[src/rtl/irtx_pkg.sv]
package irtx_pkg;
  localparam int BYTE_W = 8;
  localparam int FCS_W = 16;
  localparam logic [BYTE_W-1:0] FLAG_BYTE = 8'h7E;
  localparam logic [FCS_W-1:0] FCS_POLY_REFL = 16'h8408;
  localparam logic [FCS_W-1:0] FCS_PRESET = 16'hFFFF;

  typedef enum logic [2:0] {
    ST_IDLE,
    ST_OFLAG,
    ST_DATA,
    ST_FCS,
    ST_CFLAG,
    ST_ABORT
  } irtx_state_e;

  function automatic logic [FCS_W-1:0] fcs_step(input logic [FCS_W-1:0] c, input logic b);
    logic fb;
    fb = c[0] ^ b;
    return (c >> 1) ^ (fb ? FCS_POLY_REFL : '0);
  endfunction
endpackage

[src/rtl/irtx_crc16.sv]
module irtx_crc16
  import irtx_pkg::*;
(
  input  logic             clk,
  input  logic             rst_n,
  input  logic             clr,
  input  logic             en,
  input  logic             din,
  output logic [FCS_W-1:0] crc_q
);
  always_ff @(posedge clk or negedge rst_n) begin
    if (!rst_n)   crc_q <= FCS_PRESET;
    else if (clr) crc_q <= FCS_PRESET;
    else if (en)  crc_q <= fcs_step(crc_q, din);
  end
endmodule

[src/rtl/irtx_fsm.sv]
module irtx_fsm
  import irtx_pkg::*;
#(
  parameter int ABORT_ONES = 7,
  parameter int STUFF_RUN  = 5,
  parameter int CNT_W      = 5,
  parameter int RUN_W      = 3
) (
  input  logic              clk,
  input  logic              rst_n,
  input  logic              bit_tick,
  input  logic              in_valid,
  input  logic [BYTE_W-1:0] in_data,
  input  logic              in_last,
  output logic              in_ready,
  input  logic [FCS_W-1:0]  crc_q,
  output logic              crc_clr,
  output logic              crc_en,
  output logic              crc_din,
  output logic              bit_c,
  output logic              pay_c,
  output logic              done_c,
  output logic              abort_c,
  output logic              irq_c
);
  localparam logic [CNT_W-1:0] LAST_BIT  = CNT_W'(BYTE_W - 1);
  localparam logic [CNT_W-1:0] LAST_FCS  = CNT_W'(FCS_W - 1);
  localparam logic [CNT_W-1:0] LAST_ABRT = CNT_W'(ABORT_ONES - 1);
  localparam logic [RUN_W-1:0] RUN_LIM   = RUN_W'(STUFF_RUN);

  irtx_state_e       state_q, state_d;
  logic [CNT_W-1:0]  cnt_q, cnt_d;
  logic [RUN_W-1:0]  ones_q, ones_d;
  logic [BYTE_W-1:0] sh_q, sh_d;
  logic              last_q, last_d;
  logic              stuff_zone, stuff_now, take;

  assign stuff_zone = (state_q == ST_DATA) || (state_q == ST_FCS) ||
                      ((state_q == ST_CFLAG) && (cnt_q == '0));
  assign stuff_now  = stuff_zone && (ones_q == RUN_LIM);
  assign in_ready   = bit_tick && (state_q == ST_DATA) && (cnt_q == '0) && !stuff_now;
  assign take       = in_ready && in_valid;
  assign crc_din    = bit_c;

  always_comb begin
    state_d = state_q;
    cnt_d   = cnt_q;
    ones_d  = ones_q;
    sh_d    = sh_q;
    last_d  = last_q;
    bit_c   = 1'b1;
    pay_c   = 1'b0;
    done_c  = 1'b0;
    abort_c = 1'b0;
    irq_c   = 1'b0;
    crc_clr = 1'b0;
    crc_en  = 1'b0;
    if (bit_tick) begin
      if (stuff_now) begin
        bit_c  = 1'b0;
        pay_c  = 1'b1;
        ones_d = '0;
      end else begin
        unique case (state_q)
          ST_IDLE: begin
            if (in_valid) begin
              state_d = ST_OFLAG;
              cnt_d   = '0;
              crc_clr = 1'b1;
            end
          end
          ST_OFLAG: begin
            bit_c = FLAG_BYTE[cnt_q[2:0]];
            if (cnt_q == LAST_BIT) begin
              state_d = ST_DATA;
              cnt_d   = '0;
              ones_d  = '0;
            end else begin
              cnt_d = cnt_q + 1'b1;
            end
          end
          ST_DATA: begin
            if (cnt_q == '0) begin
              if (take) begin
                bit_c  = in_data[0];
                sh_d   = in_data;
                last_d = in_last;
                cnt_d  = CNT_W'(1);
                pay_c  = 1'b1;
                crc_en = 1'b1;
              end else begin
                state_d = ST_ABORT;
                cnt_d   = CNT_W'(1);
                irq_c   = 1'b1;
              end
            end else begin
              bit_c  = sh_q[cnt_q[2:0]];
              pay_c  = 1'b1;
              crc_en = 1'b1;
              if (cnt_q == LAST_BIT) begin
                cnt_d = '0;
                if (last_q) state_d = ST_FCS;
              end else begin
                cnt_d = cnt_q + 1'b1;
              end
            end
          end
          ST_FCS: begin
            bit_c = ~crc_q[cnt_q[3:0]];
            pay_c = 1'b1;
            if (cnt_q == LAST_FCS) begin
              state_d = ST_CFLAG;
              cnt_d   = '0;
            end else begin
              cnt_d = cnt_q + 1'b1;
            end
          end
          ST_CFLAG: begin
            bit_c = FLAG_BYTE[cnt_q[2:0]];
            if (cnt_q == LAST_BIT) begin
              state_d = ST_IDLE;
              done_c  = 1'b1;
            end else begin
              cnt_d = cnt_q + 1'b1;
            end
          end
          ST_ABORT: begin
            if (cnt_q == LAST_ABRT) begin
              state_d = ST_IDLE;
              done_c  = 1'b1;
              abort_c = 1'b1;
            end else begin
              cnt_d = cnt_q + 1'b1;
            end
          end
          default: state_d = ST_IDLE;
        endcase
        if (pay_c) ones_d = bit_c ? ones_q + 1'b1 : '0;
      end
    end
  end

  always_ff @(posedge clk or negedge rst_n) begin
    if (!rst_n) begin
      state_q <= ST_IDLE;
      cnt_q   <= '0;
      ones_q  <= '0;
      sh_q    <= '0;
      last_q  <= 1'b0;
    end else begin
      state_q <= state_d;
      cnt_q   <= cnt_d;
      ones_q  <= ones_d;
      sh_q    <= sh_d;
      last_q  <= last_d;
    end
  end
endmodule

[src/rtl/irtx_serout.sv]
module irtx_serout (
  input  logic clk,
  input  logic rst_n,
  input  logic bit_tick,
  input  logic bit_c,
  input  logic pay_c,
  input  logic done_c,
  input  logic abort_c,
  input  logic irq_c,
  output logic ser_bit,
  output logic ser_stb,
  output logic pay_q,
  output logic done_stb,
  output logic done_abort,
  output logic underrun_irq
);
  always_ff @(posedge clk or negedge rst_n) begin
    if (!rst_n) begin
      ser_bit      <= 1'b1;
      ser_stb      <= 1'b0;
      pay_q        <= 1'b0;
      done_stb     <= 1'b0;
      done_abort   <= 1'b0;
      underrun_irq <= 1'b0;
    end else begin
      ser_stb      <= bit_tick;
      done_stb     <= bit_tick && done_c;
      done_abort   <= bit_tick && abort_c;
      underrun_irq <= bit_tick && irq_c;
      if (bit_tick) begin
        ser_bit <= bit_c;
        pay_q   <= pay_c;
      end
    end
  end
endmodule

[src/rtl/irtx_frame_tx.sv]
module irtx_frame_tx
  import irtx_pkg::*;
#(
  parameter int ABORT_ONES = 7,
  parameter int STUFF_RUN  = 5
) (
  input  logic              clk,
  input  logic              rst_n,
  input  logic              bit_tick,
  input  logic              in_valid,
  output logic              in_ready,
  input  logic [BYTE_W-1:0] in_data,
  input  logic              in_last,
  output logic              ser_bit,
  output logic              ser_stb,
  output logic              done_stb,
  output logic              done_abort,
  output logic              underrun_irq
);
  localparam int CNT_MAX = (ABORT_ONES > FCS_W) ? ABORT_ONES : FCS_W;
  localparam int CNT_W   = $clog2(CNT_MAX + 1);
  localparam int RUN_W   = $clog2(STUFF_RUN + 1);

  logic [FCS_W-1:0] crc_q;
  logic crc_clr, crc_en, crc_din;
  logic bit_c, pay_c, done_c, abort_c, irq_c;
  logic pay_q;

  irtx_crc16 u_crc (
    .clk   (clk),
    .rst_n (rst_n),
    .clr   (crc_clr),
    .en    (crc_en),
    .din   (crc_din),
    .crc_q (crc_q)
  );

  irtx_fsm #(
    .ABORT_ONES (ABORT_ONES),
    .STUFF_RUN  (STUFF_RUN),
    .CNT_W      (CNT_W),
    .RUN_W      (RUN_W)
  ) u_fsm (
    .clk      (clk),
    .rst_n    (rst_n),
    .bit_tick (bit_tick),
    .in_valid (in_valid),
    .in_data  (in_data),
    .in_last  (in_last),
    .in_ready (in_ready),
    .crc_q    (crc_q),
    .crc_clr  (crc_clr),
    .crc_en   (crc_en),
    .crc_din  (crc_din),
    .bit_c    (bit_c),
    .pay_c    (pay_c),
    .done_c   (done_c),
    .abort_c  (abort_c),
    .irq_c    (irq_c)
  );

  irtx_serout u_out (
    .clk          (clk),
    .rst_n        (rst_n),
    .bit_tick     (bit_tick),
    .bit_c        (bit_c),
    .pay_c        (pay_c),
    .done_c       (done_c),
    .abort_c      (abort_c),
    .irq_c        (irq_c),
    .ser_bit      (ser_bit),
    .ser_stb      (ser_stb),
    .pay_q        (pay_q),
    .done_stb     (done_stb),
    .done_abort   (done_abort),
    .underrun_irq (underrun_irq)
  );
endmodule

[config.mk]
export PLATFORM = sky130hd
export DESIGN_NAME = irtx_frame_tx
export DESIGN_NICKNAME = d
export VERILOG_FILES = /design/src/rtl/irtx_pkg.sv /design/src/rtl/irtx_crc16.sv /design/src/rtl/irtx_fsm.sv /design/src/rtl/irtx_serout.sv /design/src/rtl/irtx_frame_tx.sv
export SDC_FILE = /design/constraint.sdc
export NUM_CORES = 1
export LEC_CHECK = 0
export ABC_CLOCK_PERIOD_IN_PS = 2300
export BUFFER_PORTS_ARGS = -buffer_cell sky130_fd_sc_hd__buf_2
export CAP_MARGIN = 20
export CORE_ASPECT_RATIO = 0.9
export CORE_MARGIN = 5
export CORE_UTILIZATION = 33
export CTS_CLUSTER_DIAMETER = 50
export DETAILED_ROUTE_END_ITERATION = 6
export GPL_ROUTABILITY_DRIVEN = 0
export PLACE_DENSITY = 0.49
export SETUP_SLACK_MARGIN = 0.3
export SYNTH_ARGS = -nofsm -noshare
export SYNTH_HDL_FRONTEND = slang
export SYNTH_SLANG_ARGS = --single-unit
[constraint.sdc]
create_clock -name clk -period 2.3 [get_ports clk]
set_clock_uncertainty 0.2 [all_clocks]
set_input_delay 0 -clock clk [delete_from_list [all_inputs] [get_ports clk]]
set_output_delay 0 -clock clk [all_outputs]
set_load 0.05 [all_outputs]
Word-level counts from Yosys, hierarchy flattened --
Memories as Yosys holds them, arrays and structs flattened. Cells that the tools add are included.
Storage, ports and cells: register bits 41, ROM bits 8, input port bits 13, output and inout port bits 6, logic and storage cells 123, memories 1
Memory list:
- (name not given) | words 8, bits a word 1, rd ports 1, clocked after memory_dff 0, wr ports 0, RTL line irtx_fsm.sv:73 | bit_c = FLAG_BYTE[cnt_q[2:0]];
Cells by class: $add $sub $neg 2, magnitude comparators 2, equality and inequality tests 19, multiplexer cells 61, bitwise operators 4, reduce and logical (&&, ||, !) cells 23
Operators with widths (number):
- $mux 16 | 3
- $mux 3 | 13
- $mux 1 | 32
- $mux 5 | 6
- $pmux 5 s6 | 1
- $pmux 3 s6 | 1
- $xor 15x16->16 | 1
- $eq 5x3->1 const B | 2
- $ne 2x2->1 const B | 5
- $reduce_and 10->1 | 1
- $eq 3x3->1 const B | 3
- $logic_and 1x1->1 | 9
- $eq 3x2->1 const B | 2
- $ne 3x3->1 const B | 2
- $reduce_and 6->1 | 1
- $reduce_bool 3->1 | 2
- $reduce_bool 6->1 | 1
- $add 5x1->5 const B | 1
- $eq 5x4->1 const B | 1
- $logic_not 5->1 | 1
- $lt 4x5->1 const B | 1
- $reduce_and 5->1 | 1
- $bmux 1 s4 | 1
- $lt 3x4->1 const B | 1
- other kinds (15) | 19

Logic depth before layout (Yosys ltp) --
word-level depth 19, depth in mapped cells 11, mapped depth without buffers 10

Hierarchy --
Synthesis repeated with hierarchy kept, for this count alone.
Unflattened totals: cells, all modules 241, area total of the unflattened synthesis 2582.5 um2
By module, submodules not included:
- irtx_fsm | instances 1, cells an instance 174, area an instance 1641.6 um2, seq. area each 500.5 um2
- irtx_crc16 | instances 1, cells an instance 56, area an instance 740.7 um2, seq. area each 420.4 um2
- irtx_serout | instances 1, cells an instance 11, area an instance 200.2 um2, seq. area each 151.4 um2

Worst setup path before layout --
OpenSTA, ideal clock, no wires.
path kind reg-to-reg, start point register u_fsm.cnt_q[0], end point register u_crc.crc_q[0], setup time 60 ps, arrival 2202 ps, required time 2040 ps, path slack -162 ps, stages on the path, launching flop included 10, buffers on the path 2, clock period less this slack 2462 ps, path through dfrtp_1 -> buf_6 -> inv_1 -> ha_1 -> nor4b_2 -> a21oi_1 -> o21ai_2 -> a211oi_1 -> buf_2 -> o22a_1
On the way: word-level cells in the longest chain between the ends 13, elaborated cells between the ends (all ways) 17, those cells by class mux (8); reduce/logical (9)
Ends and longest elaborated chain:
- start: declaration | RTL line irtx_fsm.sv:32 | logic [CNT_W-1:0] cnt_q, cnt_d;
- start signal: assignment | RTL line irtx_fsm.sv:152 | cnt_q <= cnt_d;
- $logic_not 5->1 (*) | RTL line irtx_fsm.sv:39, irtx_fsm.sv:41, irtx_fsm.sv:83
- $logic_and 1x1->1 | RTL line irtx_fsm.sv:39 | ((state_q == ST_CFLAG) && (cnt_q == '0));
- $logic_or 1x1->1 | RTL line irtx_fsm.sv:38 | assign stuff_zone = (state_q == ST_DATA) || (state_q == ST_FCS) ||
- $logic_and 1x1->1 | RTL line irtx_fsm.sv:40 | assign stuff_now = stuff_zone && (ones_q == RUN_LIM);
- $logic_not 1->1 | RTL line irtx_fsm.sv:41 | assign in_ready = bit_tick && (state_q == ST_DATA) && (cnt_q == '0) && !stuff_now;
- $logic_and 1x1->1 | RTL line irtx_fsm.sv:41
- $logic_and 1x1->1 | RTL line irtx_fsm.sv:42 | assign take = in_ready && in_valid;
- $mux 1 | RTL line irtx_fsm.sv:84 | if (take) begin
- $mux 1 | RTL line irtx_fsm.sv:83 | if (cnt_q == '0) begin
- $mux 1 | RTL line irtx_fsm.sv:64 | unique case (state_q)
- $mux 1 | RTL line irtx_fsm.sv:59 | if (stuff_now) begin
- $mux 1 | RTL line irtx_fsm.sv:58 | if (bit_tick) begin
- $reduce_bool 2->1 (no line)
- end signal: assignment | RTL line irtx_crc16.sv:14 | else if (en) crc_q <= fcs_step(crc_q, din);
- end: declaration | RTL line irtx_crc16.sv:9 | output logic [FCS_W-1:0] crc_q
Mark *: on every way between the ends. The rest lies on a longest branch, timed or not. A chain may end at the register's enable or synchronous reset.

Final worst setup path --
start point register u_fsm.cnt_q[0], end point register u_fsm.ones_q[2]
On the way: word-level cells in the longest chain between the ends 15, elaborated cells between the ends (all ways) 32, those cells by class eq/ne (1); mux (18); bitwise (1); reduce/logical (11); memory (1)
Ends and longest elaborated chain:
- $logic_not 5->1 | RTL line irtx_fsm.sv:39, irtx_fsm.sv:41, irtx_fsm.sv:83
- $logic_and 1x1->1 | RTL line irtx_fsm.sv:39
- $logic_or 1x1->1 | RTL line irtx_fsm.sv:38
- $logic_and 1x1->1 | RTL line irtx_fsm.sv:40
- $logic_not 1->1 | RTL line irtx_fsm.sv:41
- $logic_and 1x1->1 | RTL line irtx_fsm.sv:41
- $logic_and 1x1->1 | RTL line irtx_fsm.sv:42
- $mux 1 | RTL line irtx_fsm.sv:84
- $mux 1 | RTL line irtx_fsm.sv:83
- $pmux 1 s3 | RTL line irtx_fsm.sv:64
- $mux 1 | RTL line irtx_fsm.sv:59
- $mux 1 | RTL line irtx_fsm.sv:58
- $mux 3 (2 in a row) | RTL line irtx_fsm.sv:138 | if (pay_c) ones_d = bit_c ? ones_q + 1'b1 : '0;
- $mux 3 | RTL line irtx_fsm.sv:59
- end signal: assignment | RTL line irtx_fsm.sv:153 | ones_q <= ones_d;
- end: declaration | RTL line irtx_fsm.sv:33 | logic [RUN_W-1:0] ones_q, ones_d;
Several ways; a longest one is shown, not always the timed one. The select of a mux whose other input is x is not followed.

==> reports/metrics.cfg <==
[timing]
rsz0062_at_grt = yes
hold_viol = 0
max_freq_mhz = 411
setup_ws_ns = -0.134
slew_violations = 0
fin_setup_tns_ns = -0.759
finalSetupViolCount = 8
worstMarginPinSlew_ns = 0.857
finalCriticalPeriod_ns = 2.43
fin_crit_sh_pct = 106
relSlewSlack_pct = 42.8

[worst_setup_path]
cp_max_fo = 6
crit_slowest_cell = dfrtp_2
rr_worst_depth = 8
cp_data_required_time_ns = 2.33
path_cells = buf_6 -> mux2_2 -> a311o_1 -> nor3_4 -> nor4_4 -> buf_4 -> a2111oi_4 -> a21o_1
crit_path_max_incr_delay_ns = 0.42
timing.rr.start = u_fsm.cnt_q[0]
crit_buf_inv = 2
arrival_ns = 2.47
r2r_end = u_fsm.ones_q[2]
critPathKind = reg2reg
cp-start-kind = flop
path_delay_family = compound AO/OA/AOI/OAI gates
end_kind = flop
rrSetupSlack_ns = -0.13

[cells_and_area]
final_common_cell = buf_4
insertedDiodeCount = 0
final_util_pct = 50.5
area_delta_synth_final_pct = 49.1
final_cell_mix = buf_4, dfrtp_1, buf_2, dfstp_2
final_net_count = 323
drive_gt1_share_pct = 54.1
fill_cells = 669

[power_and_ir_drop]
powerDensity_nw_per_um2 = 1340
irDropWorstVdd_v = 0.000567
leakage_nw = 1.54

[yosys]
synth_nets = 240
synth_cell_type_count = 52
syn_area_um2 = 2400
synth_edf_count = 0
synth-seq-cells = 41
synth-async-reset-ratio_pct = 100
syn_avg_cell_area_um2 = 10.9
yosysSeqAreaShare_pct = 43.7
yosys_warnings = 0
netlist_instances = 219
synthFlopType = dfrtp_1

[hold_path]
min_from = bit_tick
hold_class = in2reg
hold_depth = 4
min_to = u_fsm.ones_q[0]

[clock_network]
root_buffer = clkbuf_8
clkLatencyLatePin_ns = 0.30
path_clk_slew_ns = 0.09
cts_buffers = 5
htreeDepth = 2
cts_tree = built
cts_num_sinks = 41
clock_path_buffers = 2

[die]
coreArea_um2 = 7080
initial_core_util_pct = 33.9
die_w_um = 99.8
die_area_um2 = 9070
core.rowCount = 29
die_h_um = 90.9
io_pins = 19

[global_route]
grt_max_degree = 40
antenna_found_initial = 0
grt-ovfl-total = 0
grt_pass1_vias = 1994
track_usage_pct = 13.5
grt_first_pass_wirelength_um = 9820

[outcome]
failed_checks = setup timing
outcome = complete, but fails checks

[route]
first_iter_violations = 75
antenna_left = 0
routedWlPerCell_um = 15.6
vias = 2034
drc = 0
wirelength_um = 6190
first_pass_iters = 4
via_per_inst = 5.14

[placed_design]
dp_hpwl_um = 4150
io_buffers = 18

[run]
cap_violations = 0

## how the worst max path moves through the flow
stage               depth (start not counted)          endpoint           start  slack (ns)
global route                                8   u_fsm.ones_q[2]  u_fsm.cnt_q[0]       -0.25
global placement                            7   u_fsm.ones_q[2]  u_fsm.cnt_q[0]       -0.22
finish                                      8   u_fsm.ones_q[2]  u_fsm.cnt_q[0]       -0.13
detailed placement                          7   u_fsm.ones_q[2]  u_fsm.cnt_q[0]       -0.25
CTS                                         9    u_crc.crc_q[3]  u_fsm.cnt_q[0]        -0.1
floorplan                                   9  u_fsm.state_q[0]  u_fsm.cnt_q[0]       -0.02
## worst register-to-register path: stages, from the launching register on
cell and delay [ns]:
dfrtp_2 0.42, buf_6 0.15, mux2_2 0.34, a311o_1 0.34, nor3_4 0.23, nor4_4 0.10
buf_4 0.16, a2111oi_4 0.31, a21o_1 0.12
## state kept, by name (all words and copies together), names as in the netlist
register            count
u_crc.crc_q            16
u_fsm.sh_q              8
u_out.done_stb          1
u_fsm.ones_q            3
u_out.underrun_irq      1
u_fsm.state_q           3
u_fsm.cnt_q             5
u_out.done_abort        1
u_out.ser_stb           1
u_fsm.last_q            1
u_out.ser_bit           1
## where the power goes
part	leakage [nW]	internal, mW	total, mW	switching [mW]
clock	0.0554	0.326	0.589	0.263
combinational	0.992	1.59	2.89	1.30
sequential	0.489	1.09	1.32	0.234
total	1.54	3.00	4.80	1.80
## stage by stage
stage | cells | hold WS, ns | area [um2] | setup slack (ns) | power [mW]
2_1_floorplan | 219 | -0.496 | 2500 | -0.0193 | 2.83
3_3_place_gp | 359 | -0.0256 | 2930 | -0.224 | 3.51
3_5_place_dp | 359 | -0.0254 | 2930 | -0.247 | 3.52
4_1_cts | 387 | 0.0131 | 3330 | -0.0979 | 4.42
5_1_grt | 396 | 0.0522 | 3570 | -0.246 | 5.11
6_report | 396 | 0.0343 | 3570 | -0.134 | 4.80
## synthesized netlist by cell type, drive strengths merged (3+ instances only)
library cell,n,area share (%)
nand3,6,1.3
o21ai,20,4.3
dfrtp,24,25
clkbuf,5,0.89
buf,9,2.9
dfstp,17,19
nand3b,3,0.94
nor3b,3,0.94
nor2,13,2.0
nor2b,5,1.3
nor3,6,1.5
nand2b,6,1.6
a21oi,10,2.2
ha,8,4.2
o22a,16,5.8
inv,7,1.1
mux2,13,6.1
mux4,5,5.3
nand2,15,2.3
## layer usage
metal  up-vias  part of all wire, %  track usage (%)
met5         -                    0                0
met4         0                 0.95             3.64
met3         8                  5.3             2.93
li1        974                    -                -
met1       995                   50             20.0
met2        57                   44             19.6
## cell type report
cell class | instances | area [um2] | share of cell area, %
Clock buffer | 6 | 72.6 | 2.03
Clock inverter | 2 | 38.8 | 1.09
Inverter | 7 | 28.8 | 0.805
Multi-Input combinational cell | 158 | 1520 | 42.6
Sequential cell | 41 | 1050 | 29.3
Tap cell | 93 | 116 | 3.26
Timing Repair Buffer | 89 | 746 | 20.9
## timing repair
| action | 4_1_cts | 5_1_grt |
|---|---|---|
| gates resized for setup | 39 | 40 |
| gates cloned | 1 | 1 |
| hold buffers | 11 | 0 |
| pin swaps | 20 | 18 |
| buffers inserted | 8 | 8 |
| setup endpoints to repair | 38 | 41 |
| endpoints found under the hold margin | 35 | 0 |
## logic make-up after synthesis
kind of cell	share of synthesized area (%)
xor gates and xnor gates	2.24
and+or+nand+nor	16.1
buffers and inverters	4.91
muxes	11.8
DFF	43.7
adders and majority gates	4.18
AOI/OAI and AO/OA	17.0
Note: power is estimated with default switching activity, not from simulation.
